File: src/rtl/mwp_pkg.sv
// Shared constants and types of the multi-word program sequencer.
// Assumes exactly four holding slots; the status layout depends on it.
package mwp_pkg;
    localparam int NSLOT  = 4;
    localparam int SLOT_W = 2;
    localparam logic [6:0] CMD_MULTI = 7'h27;

    typedef enum logic [1:0] {
        ST_IDLE,
        ST_LOAD,
        ST_WORD,
        ST_NEXT
    } st_e;
endpackage

File: src/rtl/mwp_slots.sv
// Four holding slots, each with an occupancy flag.
// A write stores the data and sets the flag. A clear request from the
// sequencer drops the flag unless a write hits the same slot in that cycle.
module mwp_slots
    import mwp_pkg::*;
#(
    parameter int DATA_W = 32
) (
    input  logic                          clk,
    input  logic                          rst_n,
    input  logic                          wr_en,
    input  logic [SLOT_W-1:0]             wr_idx,
    input  logic [DATA_W-1:0]             wr_data,
    input  logic                          clr_en,
    input  logic [SLOT_W-1:0]             clr_idx,
    output logic [NSLOT-1:0]              flags,
    output logic [NSLOT-1:0][DATA_W-1:0]  data
);
    for (genvar s = 0; s < NSLOT; s++) begin : g_slot
        logic              hit;
        logic              flag_q;
        logic [DATA_W-1:0] data_q;

        assign hit = wr_en && (wr_idx == SLOT_W'(s));

        // Store written data; a write outranks the clear of the flag.
        always_ff @(posedge clk) begin
            if (!rst_n) begin
                data_q <= '0;
                flag_q <= 1'b0;
            end else if (hit) begin
                data_q <= wr_data;
                flag_q <= 1'b1;
            end else if (clr_en && (clr_idx == SLOT_W'(s))) begin
                flag_q <= 1'b0;
            end
        end

        assign flags[s] = flag_q;
        assign data[s]  = data_q;
    end
endmodule

File: src/rtl/mwp_ctrl.sv
// Burst sequencer. It accepts the multi-word command, checks the start
// address, then walks the slots in rotation. Each word is held on the flash
// port for PROG_CYC cycles. The burst stops on an empty slot or at the range end.
// Assumes PROG_CYC >= 1 and FLASH_BYTES a multiple of 4.
module mwp_ctrl
    import mwp_pkg::*;
#(
    parameter int          ADDR_W      = 32,
    parameter int          DATA_W      = 32,
    parameter int unsigned FLASH_BYTES = 32'h0001_0000,
    parameter int          PROG_CYC    = 3
) (
    input  logic                          clk,
    input  logic                          rst_n,
    input  logic                          trig,
    input  logic [6:0]                    trig_cmd,
    input  logic [ADDR_W-1:0]             trig_addr,
    input  logic                          fail_clr,
    input  logic [NSLOT-1:0]              flags,
    input  logic [NSLOT-1:0][DATA_W-1:0]  data,
    output logic                          clr_en,
    output logic [SLOT_W-1:0]             clr_idx,
    output logic                          fl_we,
    output logic [ADDR_W-1:0]             fl_addr,
    output logic [DATA_W-1:0]             fl_wdata,
    output logic                          busy,
    output logic                          active,
    output logic                          fail,
    output logic [ADDR_W-1:0]             prog_addr
);
    localparam int CNT_W = $clog2(PROG_CYC + 1);
    localparam logic [ADDR_W:0]  LIMIT    = (ADDR_W + 1)'(FLASH_BYTES);
    localparam logic [CNT_W-1:0] CNT_LAST = CNT_W'(PROG_CYC - 1);

    st_e               st_q;
    logic [SLOT_W-1:0] slot_q;
    logic [CNT_W-1:0]  cnt_q;
    logic [ADDR_W-1:0] addr_q;
    logic [DATA_W-1:0] wdat_q;
    logic              fail_q;

    logic [ADDR_W:0]   nxt_ext;
    logic              start_hit;
    logic              start_ok;
    logic              last_cyc;

    // Decode the start request, its address check and the word boundary.
    always_comb begin
        nxt_ext   = {1'b0, addr_q} + (ADDR_W + 1)'(4);
        start_hit = trig && (trig_cmd == CMD_MULTI) && (st_q == ST_IDLE);
        start_ok  = (trig_addr[1:0] == 2'b00) && ({1'b0, trig_addr} < LIMIT);
        last_cyc  = (st_q == ST_WORD) && (cnt_q == CNT_LAST);
    end

    // Burst state machine with address stepping and the fail flag.
    always_ff @(posedge clk) begin
        if (!rst_n) begin
            st_q   <= ST_IDLE;
            slot_q <= '0;
            cnt_q  <= '0;
            addr_q <= '0;
            wdat_q <= '0;
            fail_q <= 1'b0;
        end else begin
            if (fail_clr) fail_q <= 1'b0;
            case (st_q)
                ST_IDLE: begin
                    if (start_hit) begin
                        if (start_ok) begin
                            addr_q <= trig_addr;
                            slot_q <= '0;
                            st_q   <= ST_LOAD;
                        end else begin
                            fail_q <= 1'b1;
                        end
                    end
                end
                ST_LOAD: begin
                    if (flags[slot_q]) begin
                        wdat_q <= data[slot_q];
                        cnt_q  <= '0;
                        st_q   <= ST_WORD;
                    end else begin
                        st_q <= ST_IDLE;
                    end
                end
                ST_WORD: begin
                    if (last_cyc) begin
                        slot_q <= slot_q + SLOT_W'(1);
                        st_q   <= ST_NEXT;
                    end else begin
                        cnt_q <= cnt_q + CNT_W'(1);
                    end
                end
                ST_NEXT: begin
                    if (!flags[slot_q]) begin
                        st_q <= ST_IDLE;
                    end else if (nxt_ext >= LIMIT) begin
                        fail_q <= 1'b1;
                        st_q   <= ST_IDLE;
                    end else begin
                        addr_q <= nxt_ext[ADDR_W-1:0];
                        wdat_q <= data[slot_q];
                        cnt_q  <= '0;
                        st_q   <= ST_WORD;
                    end
                end
                default: st_q <= ST_IDLE;
            endcase
        end
    end

    // Drive the flash port, the slot clear request and the status bits.
    always_comb begin
        clr_en    = last_cyc;
        clr_idx   = slot_q;
        fl_we     = (st_q == ST_WORD);
        fl_addr   = addr_q;
        fl_wdata  = wdat_q;
        busy      = (st_q != ST_IDLE);
        active    = (st_q == ST_WORD) || (st_q == ST_NEXT);
        fail      = fail_q;
        prog_addr = addr_q;
    end
endmodule

File: src/rtl/mwp_seq.sv
// Top of the multi-word program sequencer. It joins the slot store and the
// burst controller, merges the single-word data path into slot 0,
// and builds the status byte. Assumes the command and the slot writes come
// from one register front end in the clock domain of clk.
module mwp_seq
    import mwp_pkg::*;
#(
    parameter int          ADDR_W      = 32,
    parameter int          DATA_W      = 32,
    parameter int unsigned FLASH_BYTES = 32'h0001_0000,
    parameter int          PROG_CYC    = 3
) (
    input  logic              clk,
    input  logic              rst_n,
    input  logic              dat_we,
    input  logic [1:0]        dat_idx,
    input  logic              sw_we,
    input  logic [DATA_W-1:0] dat_wdata,
    input  logic              trig,
    input  logic [6:0]        trig_cmd,
    input  logic [ADDR_W-1:0] trig_addr,
    input  logic              fail_clr,
    input  logic [1:0]        rd_idx,
    output logic [DATA_W-1:0] rd_data,
    output logic              fl_we,
    output logic [ADDR_W-1:0] fl_addr,
    output logic [DATA_W-1:0] fl_wdata,
    output logic [7:0]        status,
    output logic [ADDR_W-1:0] prog_addr
);
    logic                         wr_en;
    logic [SLOT_W-1:0]            wr_idx;
    logic                         clr_en;
    logic [SLOT_W-1:0]            clr_idx;
    logic [NSLOT-1:0]             flags;
    logic [NSLOT-1:0][DATA_W-1:0] data;
    logic                         busy;
    logic                         active;
    logic                         fail;

    // Merge the single-word register path onto slot 0.
    always_comb begin
        wr_en  = dat_we || sw_we;
        wr_idx = sw_we ? SLOT_W'(0) : dat_idx;
    end

    mwp_slots #(.DATA_W(DATA_W)) u_slots (
        .clk     (clk),
        .rst_n   (rst_n),
        .wr_en   (wr_en),
        .wr_idx  (wr_idx),
        .wr_data (dat_wdata),
        .clr_en  (clr_en),
        .clr_idx (clr_idx),
        .flags   (flags),
        .data    (data)
    );

    mwp_ctrl #(
        .ADDR_W      (ADDR_W),
        .DATA_W      (DATA_W),
        .FLASH_BYTES (FLASH_BYTES),
        .PROG_CYC    (PROG_CYC)
    ) u_ctrl (
        .clk       (clk),
        .rst_n     (rst_n),
        .trig      (trig),
        .trig_cmd  (trig_cmd),
        .trig_addr (trig_addr),
        .fail_clr  (fail_clr),
        .flags     (flags),
        .data      (data),
        .clr_en    (clr_en),
        .clr_idx   (clr_idx),
        .fl_we     (fl_we),
        .fl_addr   (fl_addr),
        .fl_wdata  (fl_wdata),
        .busy      (busy),
        .active    (active),
        .fail      (fail),
        .prog_addr (prog_addr)
    );

    // Read mux and status byte assembly.
    always_comb begin
        rd_data = data[rd_idx];
        status  = {flags, 1'b0, fail, active, busy};
    end
endmodule

File: config.mk
export PLATFORM = sky130hd
export DESIGN_NAME = mwp_seq
export DESIGN_NICKNAME = d
export VERILOG_FILES = /design/src/rtl/mwp_pkg.sv /design/src/rtl/mwp_slots.sv /design/src/rtl/mwp_ctrl.sv /design/src/rtl/mwp_seq.sv
export SDC_FILE = /design/constraint.sdc
export NUM_CORES = 1
export LEC_CHECK = 0
export BUFFER_PORTS_ARGS = -buffer_cell sky130_fd_sc_hd__buf_2
export CAP_MARGIN = 20
export CORE_MARGIN = 4
export CORE_UTILIZATION = 30
export DETAILED_ROUTE_END_ITERATION = 8
export GPL_ROUTABILITY_DRIVEN = 0
export HOLD_SLACK_MARGIN = 0.08
export PLACE_DENSITY_LB_ADDON = 0.05
export SETUP_SLACK_MARGIN = 0.02
export SLEW_MARGIN = 30
export SYNTH_ARGS = -nofsm -noshare
export SYNTH_HDL_FRONTEND = slang
export SYNTH_HIERARCHICAL = 1
export SYNTH_SLANG_ARGS = --single-unit
File: constraint.sdc
create_clock -name clk -period 3.1 [get_ports clk]
set_input_delay 0.465 -clock clk [delete_from_list [all_inputs] [get_ports clk]]
set_output_delay 0.465 -clock clk [all_outputs]
set_load 0.005 [all_outputs]
======== Yosys cells after proc, flatten, opt, wreduce, memory -nomap -nowiden ========
Index checks and enable logic that the tools add are counted.
cells by class
  $add $sub $neg .......................... 3
  order comparisons ....................... 4
  equal/unequal tests ..................... 18
  muxes and demuxes ....................... 46
  reduce and logical (&&, ||, !) cells .... 32
operator list
  kind                                                                            number
  32-bit 2-to-1 mux                                                               9
  32-bit binary-select mux with 2-bit select                                      2
  32-bit case mux with 2 select lines                                             2
  32-bit by 3-bit adder with 33-bit output, second input constant                 1
  33-bit by 17-bit >= comparator with 1-bit output, second input constant         1
  32-bit by 17-bit less-than comparator with 1-bit output, second input constant  1
  2-bit 2-to-1 mux                                                                14
  2-bit nonzero test                                                              8
  2-bit equality test, second input constant                                      7
  1-bit 2-to-1 mux                                                                14
  1-bit logical AND                                                               12
  2-bit by 1-bit inequality test with 1-bit output, second input constant         5
  5-bit AND reduction                                                             2
  2-bit logical NOT                                                               4
  2-bit case mux with 4 select lines                                              1
  4-bit AND reduction                                                             2
  7-bit by 6-bit equality test with 1-bit output, second input constant           1
  2-bit by 1-bit equality test with 1-bit output, second input constant           3
  2-bit by 3-bit less-than comparator with 1-bit output, second input constant    2
  2-bit case mux with 3 select lines                                              1
  2-bit by 1-bit adder with 2-bit output, second input constant                   2
  2-bit inequality test, second input constant                                    2
  2-bit case mux with 2 select lines                                              1
  3-bit AND reduction                                                             1
  4 further kinds                                                                 5
storage, ports and cells
  bits in registers ....................... 203
  input bits .............................. 81
  output and inout port bits .............. 137
  word-level logic and storage cells ...... 117

======== Depth between registers and ports, before layout ========
  word-level depth ........................ 5
  mapped depth ............................ 12

======== Cells and area by module ========
The synthesis kept the hierarchy.
modules (own cells, without submodules)
  module     instances  cells each  area an instance (µm²)  seq. area each (µm²)
  mwp_slots  1          474         4,939.7                 2,642.5
  mwp_ctrl   1          564         4,914.7                 1,421.4
  mwp_seq    1          47          867.1                   0.0

======== Least setup slack after synthesis ========
No wires, ideal clock.
  path kind ............................... register to register
  from .................................... reg u_ctrl.addr_q[9], in the netlist u_ctrl/fl_addr[9]
  to ...................................... reg u_ctrl.wdat_q[12], in the netlist u_ctrl/fl_wdata[12]
  setup time .............................. 132 ps
  arrival time ............................ 2,669 ps
  required time ........................... 2,968 ps
  setup slack ............................. 299 ps
  cell stages (with the launch flop) ...... 11
  buffers on the path ..................... 2
  cell sequence ........................... dfxtp_1 clkbuf_1 nand3_1 nor4_4 nand2_1 or3_1 a211o_4 o41a_1 buf_2 o21ai_0 a21oi_1
between the ends
  longest elaborated chain between the ends .. 4
RTL lines
  element                                           line             source
  start: declaration                                mwp_ctrl.sv:38   logic [ADDR_W-1:0] addr_q;
  start signal: assignment                          mwp_ctrl.sv:70   addr_q <= trig_addr;
  start signal: assignment                          mwp_ctrl.sv:102  addr_q <= nxt_ext[ADDR_W-1:0];
  32-bit by 3-bit adder with 33-bit output          mwp_ctrl.sv:49   nxt_ext = {1'b0, addr_q} + (ADDR_W + 1)'(4);
  33-bit by 17-bit >= comparator with 1-bit output  mwp_ctrl.sv:98   end else if (nxt_ext >= LIMIT) begin
  2-bit inequality test (no source line)            n/a
  4-bit AND reduction (no source line)              n/a
  end signal: assignment                            mwp_ctrl.sv:80   wdat_q <= data[slot_q];
  end signal: assignment                            mwp_ctrl.sv:103  wdat_q <= data[slot_q];
  end: declaration                                  mwp_ctrl.sv:39   logic [DATA_W-1:0] wdat_q;
No other way between the ends.
A chain may end at the register's enable or synchronous reset.

======== Final worst setup path ========
  from .................................... reg u_ctrl.addr_q[4], in the netlist u_ctrl/fl_addr[4]
  to ...................................... reg u_ctrl.wdat_q[18], in the netlist u_ctrl/fl_wdata[18]
The elaborated chain is that of the path after synthesis.

==> results_dict.tcl <==
set metrics [dict create \
    status "completed" \
    slew_headroom_pct 51.6 \
    holdCritPathClass "input port to flop" \
    fin_crit_sh_pct 95.3 \
    finalSetupTns_ns 0 \
    cts_tree "done" \
    routedWlPerCell_um 19.9 \
    p_leak_uw 0.00590 \
    place_inst 1693 \
    die_area_um2 38800 \
    worst_pin_slew_ns 0.725 \
    fillers 3543 \
    fin_cells 1743 \
    coreArea_um2 34900 \
    synth_area_leaders "dfxtp_1 (38%), mux4_2 (13%), mux2i_1 (13%)" \
    io_buffer_count 216 \
    grtUsageTotal_pct 17.0 \
    end_kind "flop" \
    cts_buffer_depth 3 \
    grt_setup_unrepaired "false" \
    ys_ff_latch 203 \
    viasPerCell 5.06 \
    drt_first_iter_violations 387 \
    whs_ns 0.269 \
    critPathArrivalTime_ns 3.40 \
    synth_ff_type "dfxtp_1" \
    cts.clk_slew.worst_paths_ns 0.06 \
    cts-root-buf "clkbuf_16" \
    fmax_mhz 339 \
    ys_seq_area_share_pct 37.9 \
    diodes 0 \
    crit-reg2reg-launch "u_ctrl/fl_addr[4]" \
    ctsHoldBuffers 0 \
    reg2reg_to "u_ctrl/fl_wdata[18]" \
    finalSetupViolations 0 \
    maxCapViolCount 0 \
    grt_pass1_vias 8793 \
    drtAntennaViolNets 0 \
    drcViolationCount 0 \
    die_x_um 197 \
    powerDensity_nw_per_um2 494 \
    synth.avg_cell_area_um2 9.88 \
    cts_inserted_buffers 27 \
    drtPass1Iterations 5 \
    finalPower_uw 6480 \
    reg2reg_slack_ns 0.15 \
    rows 68 \
    min_period_ns 2.95 \
    yosysWarnings 6 \
    synth.largest_area_cell "dfxtp_1" \
    syn_inst 1085 \
    start_util_pct 30.7 \
    min_path_cells 4 \
    syn_nets 1172 \
    hp-start "trig_addr[2]" \
    drive_gt1_share_pct 33.9 \
    cts_sinks 203 \
    yosys.cell_types.count 71 \
    grt_start_max_net_pins 86 \
    synthesis.area_um2 10700 \
    fin_skew_ns 0.0131 \
    fin_nets 1358 \
    path_max_fanout 16 \
    area_delta_synth_final_pct 22.2 \
    grt_pass1_wl_mm 52.6 \
    yosysTopAreaCellShare_pct 37.9 \
    io_pins 218 \
    r2r_cells 12 \
    critPathLaunchType "flop" \
    path_class "flop to flop" \
    crit_start "u_ctrl/fl_addr[4]" \
    cts-htree-levels 1 \
    required_ns 3.54 \
    antenna_found_initial 0 \
    ir_worst_vdd_v 0.000357 \
    hold_viol_final 0 \
    synth_edf_count 0 \
    synthArstFlopShare_pct 0 \
    holdPathEnd "u_ctrl/fl_addr[2]" \
    finalMaxSlewViolations 0 \
    num_vias 8820 \
    post-dp-hpwl_mm 23.6 \
    clock_latency_ns 0.52 \
    routed_wl_mm 34.6 \
    overflow 0 \
    die_y_um 197 \
]
-- sequential cells by signal, summed over array words and instances, names as in the netlist --
register	cells
u_ctrl/st_q	2
u_ctrl/clr_idx	2
u_ctrl/fl_addr	32
u_ctrl/fl_wdata	32
u_slots/g_slot.flag_q	4
u_slots/g_slot.data_q	128
u_ctrl/cnt_q	2
u_ctrl/fail	1
-- cells in the final DEF (no fill, tap or decap), types with 6 or more instances in the layout --
| cell | synthesis | layout |
|---|---|---|
| dfxtp_2 | 0 | 13 |
| buf_12 | 5 | 7 |
| a31oi_1 | 7 | 7 |
| dfxtp_1 | 203 | 189 |
| clkbuf_8 | 0 | 6 |
| nor2_1 | 26 | 26 |
| o21ai_1 | 28 | 27 |
| nand2_1 | 196 | 195 |
| and3_1 | 22 | 21 |
| buf_4 | 43 | 55 |
| nor3_1 | 19 | 16 |
| a21oi_1 | 56 | 56 |
| inv_1 | 10 | 10 |
| buf_2 | 28 | 215 |
| o21ai_0 | 14 | 14 |
| nand4_1 | 12 | 12 |
| nor4_1 | 12 | 11 |
| mux2i_1 | 134 | 134 |
| clkbuf_16 | 0 | 28 |
| o21a_1 | 14 | 14 |
| nand3_1 | 46 | 42 |
| mux4_2 | 62 | 62 |
| or3_1 | 6 | 6 |
-- cell type report --
type / count / area [um^2] / share of cell area, %
clock buffers: 37 / 773 / 5.90
clock inverters: 9 / 100 / 0.764
inverters: 10 / 37.5 / 0.286
multi-input cells: 746 / 5830 / 44.5
flip-flops and latches: 203 / 4080 / 31.2
well taps: 455 / 569 / 4.34
repair buffers: 283 / 1710 / 13.1
-- power by group --
part           internal, uW  switching (uW)
logic                   294             379
registers              2690            55.7
clock network          1890            1170
-- worst max path at each step --
stage,end,slack (ns)
floorplan,u_ctrl/fl_wdata[12],0.30
global placement,u_ctrl/fl_addr[11],0.09
detailed placement,u_ctrl/fl_addr[12],0.11
CTS,u_ctrl/fl_addr[11],0.1
global route,u_ctrl/fl_wdata[18],0.03
finish,u_ctrl/fl_wdata[18],0.15
-- stage by stage --
step,worst slack (ns),util [%],instance area [um^2]
5_1_grt,0.0323,37.6,13100
2_1_floorplan,0.299,-,10700
3_3_place_gp,0.0911,34.6,12100
6_report,0.147,37.6,13100
4_1_cts,0.0950,37.1,13000
3_5_place_dp,0.108,34.6,12100
-- Yosys cell counts (all sizes together), types with 6 or more instances --
master  instances
dfxtp         203
mux4           64
nand4          12
or3             7
o21a           14
clkbuf         31
buf            95
nor3           20
ha              6
nor4           14
o21ai          42
nor2           26
and3           22
nand2         197
inv            10
a31oi           7
nand3          48
a21oi          56
mux2i         134
-- worst max-delay path: stages (launching register included) --
cell	delay, ns
dfxtp_2	0.38
and4_4	0.27
buf_4	0.18
nand4_1	0.14
o21ai_0	0.20
o211ai_1	0.17
a311o_2	0.43
buf_4	0.17
o41ai_4	0.31
buf_4	0.19
buf_12	0.15
nand3_1	0.10
a21oi_1	0.15
-- routing by layer --
metal / vias up / wire length, um / GRT usage, % / part of all wire [%]
met5: - / 0 / 0 / 0
met3: 31 / 2060 / 3.00 / 5.9
met2: 219 / 16300 / 27.8 / 47
li1: 4277 / - / - / -
met1: 4293 / 15700 / 23.7 / 45
met4: 0 / 551 / 3.47 / 1.6
-- cell families after synthesis --
group,count (synthesis),share of synthesized area [%]
compound gates,150,8.71
xor+xnor,8,0.654
fa+ha+maj,6,0.700
buf+inv,136,8.57
flops,203,37.9
mux,201,26.3
other cells,1,0.0350
simple gates,380,17.1
-- what timing repair did --
action                                  in CTS  in global routing
resized for setup                            0                 34
endpoints found under the hold margin        0                  0
buffers inserted                             0                  3
endpoints found under the setup margin       0                 55
(Power assumes the default switching activity.)
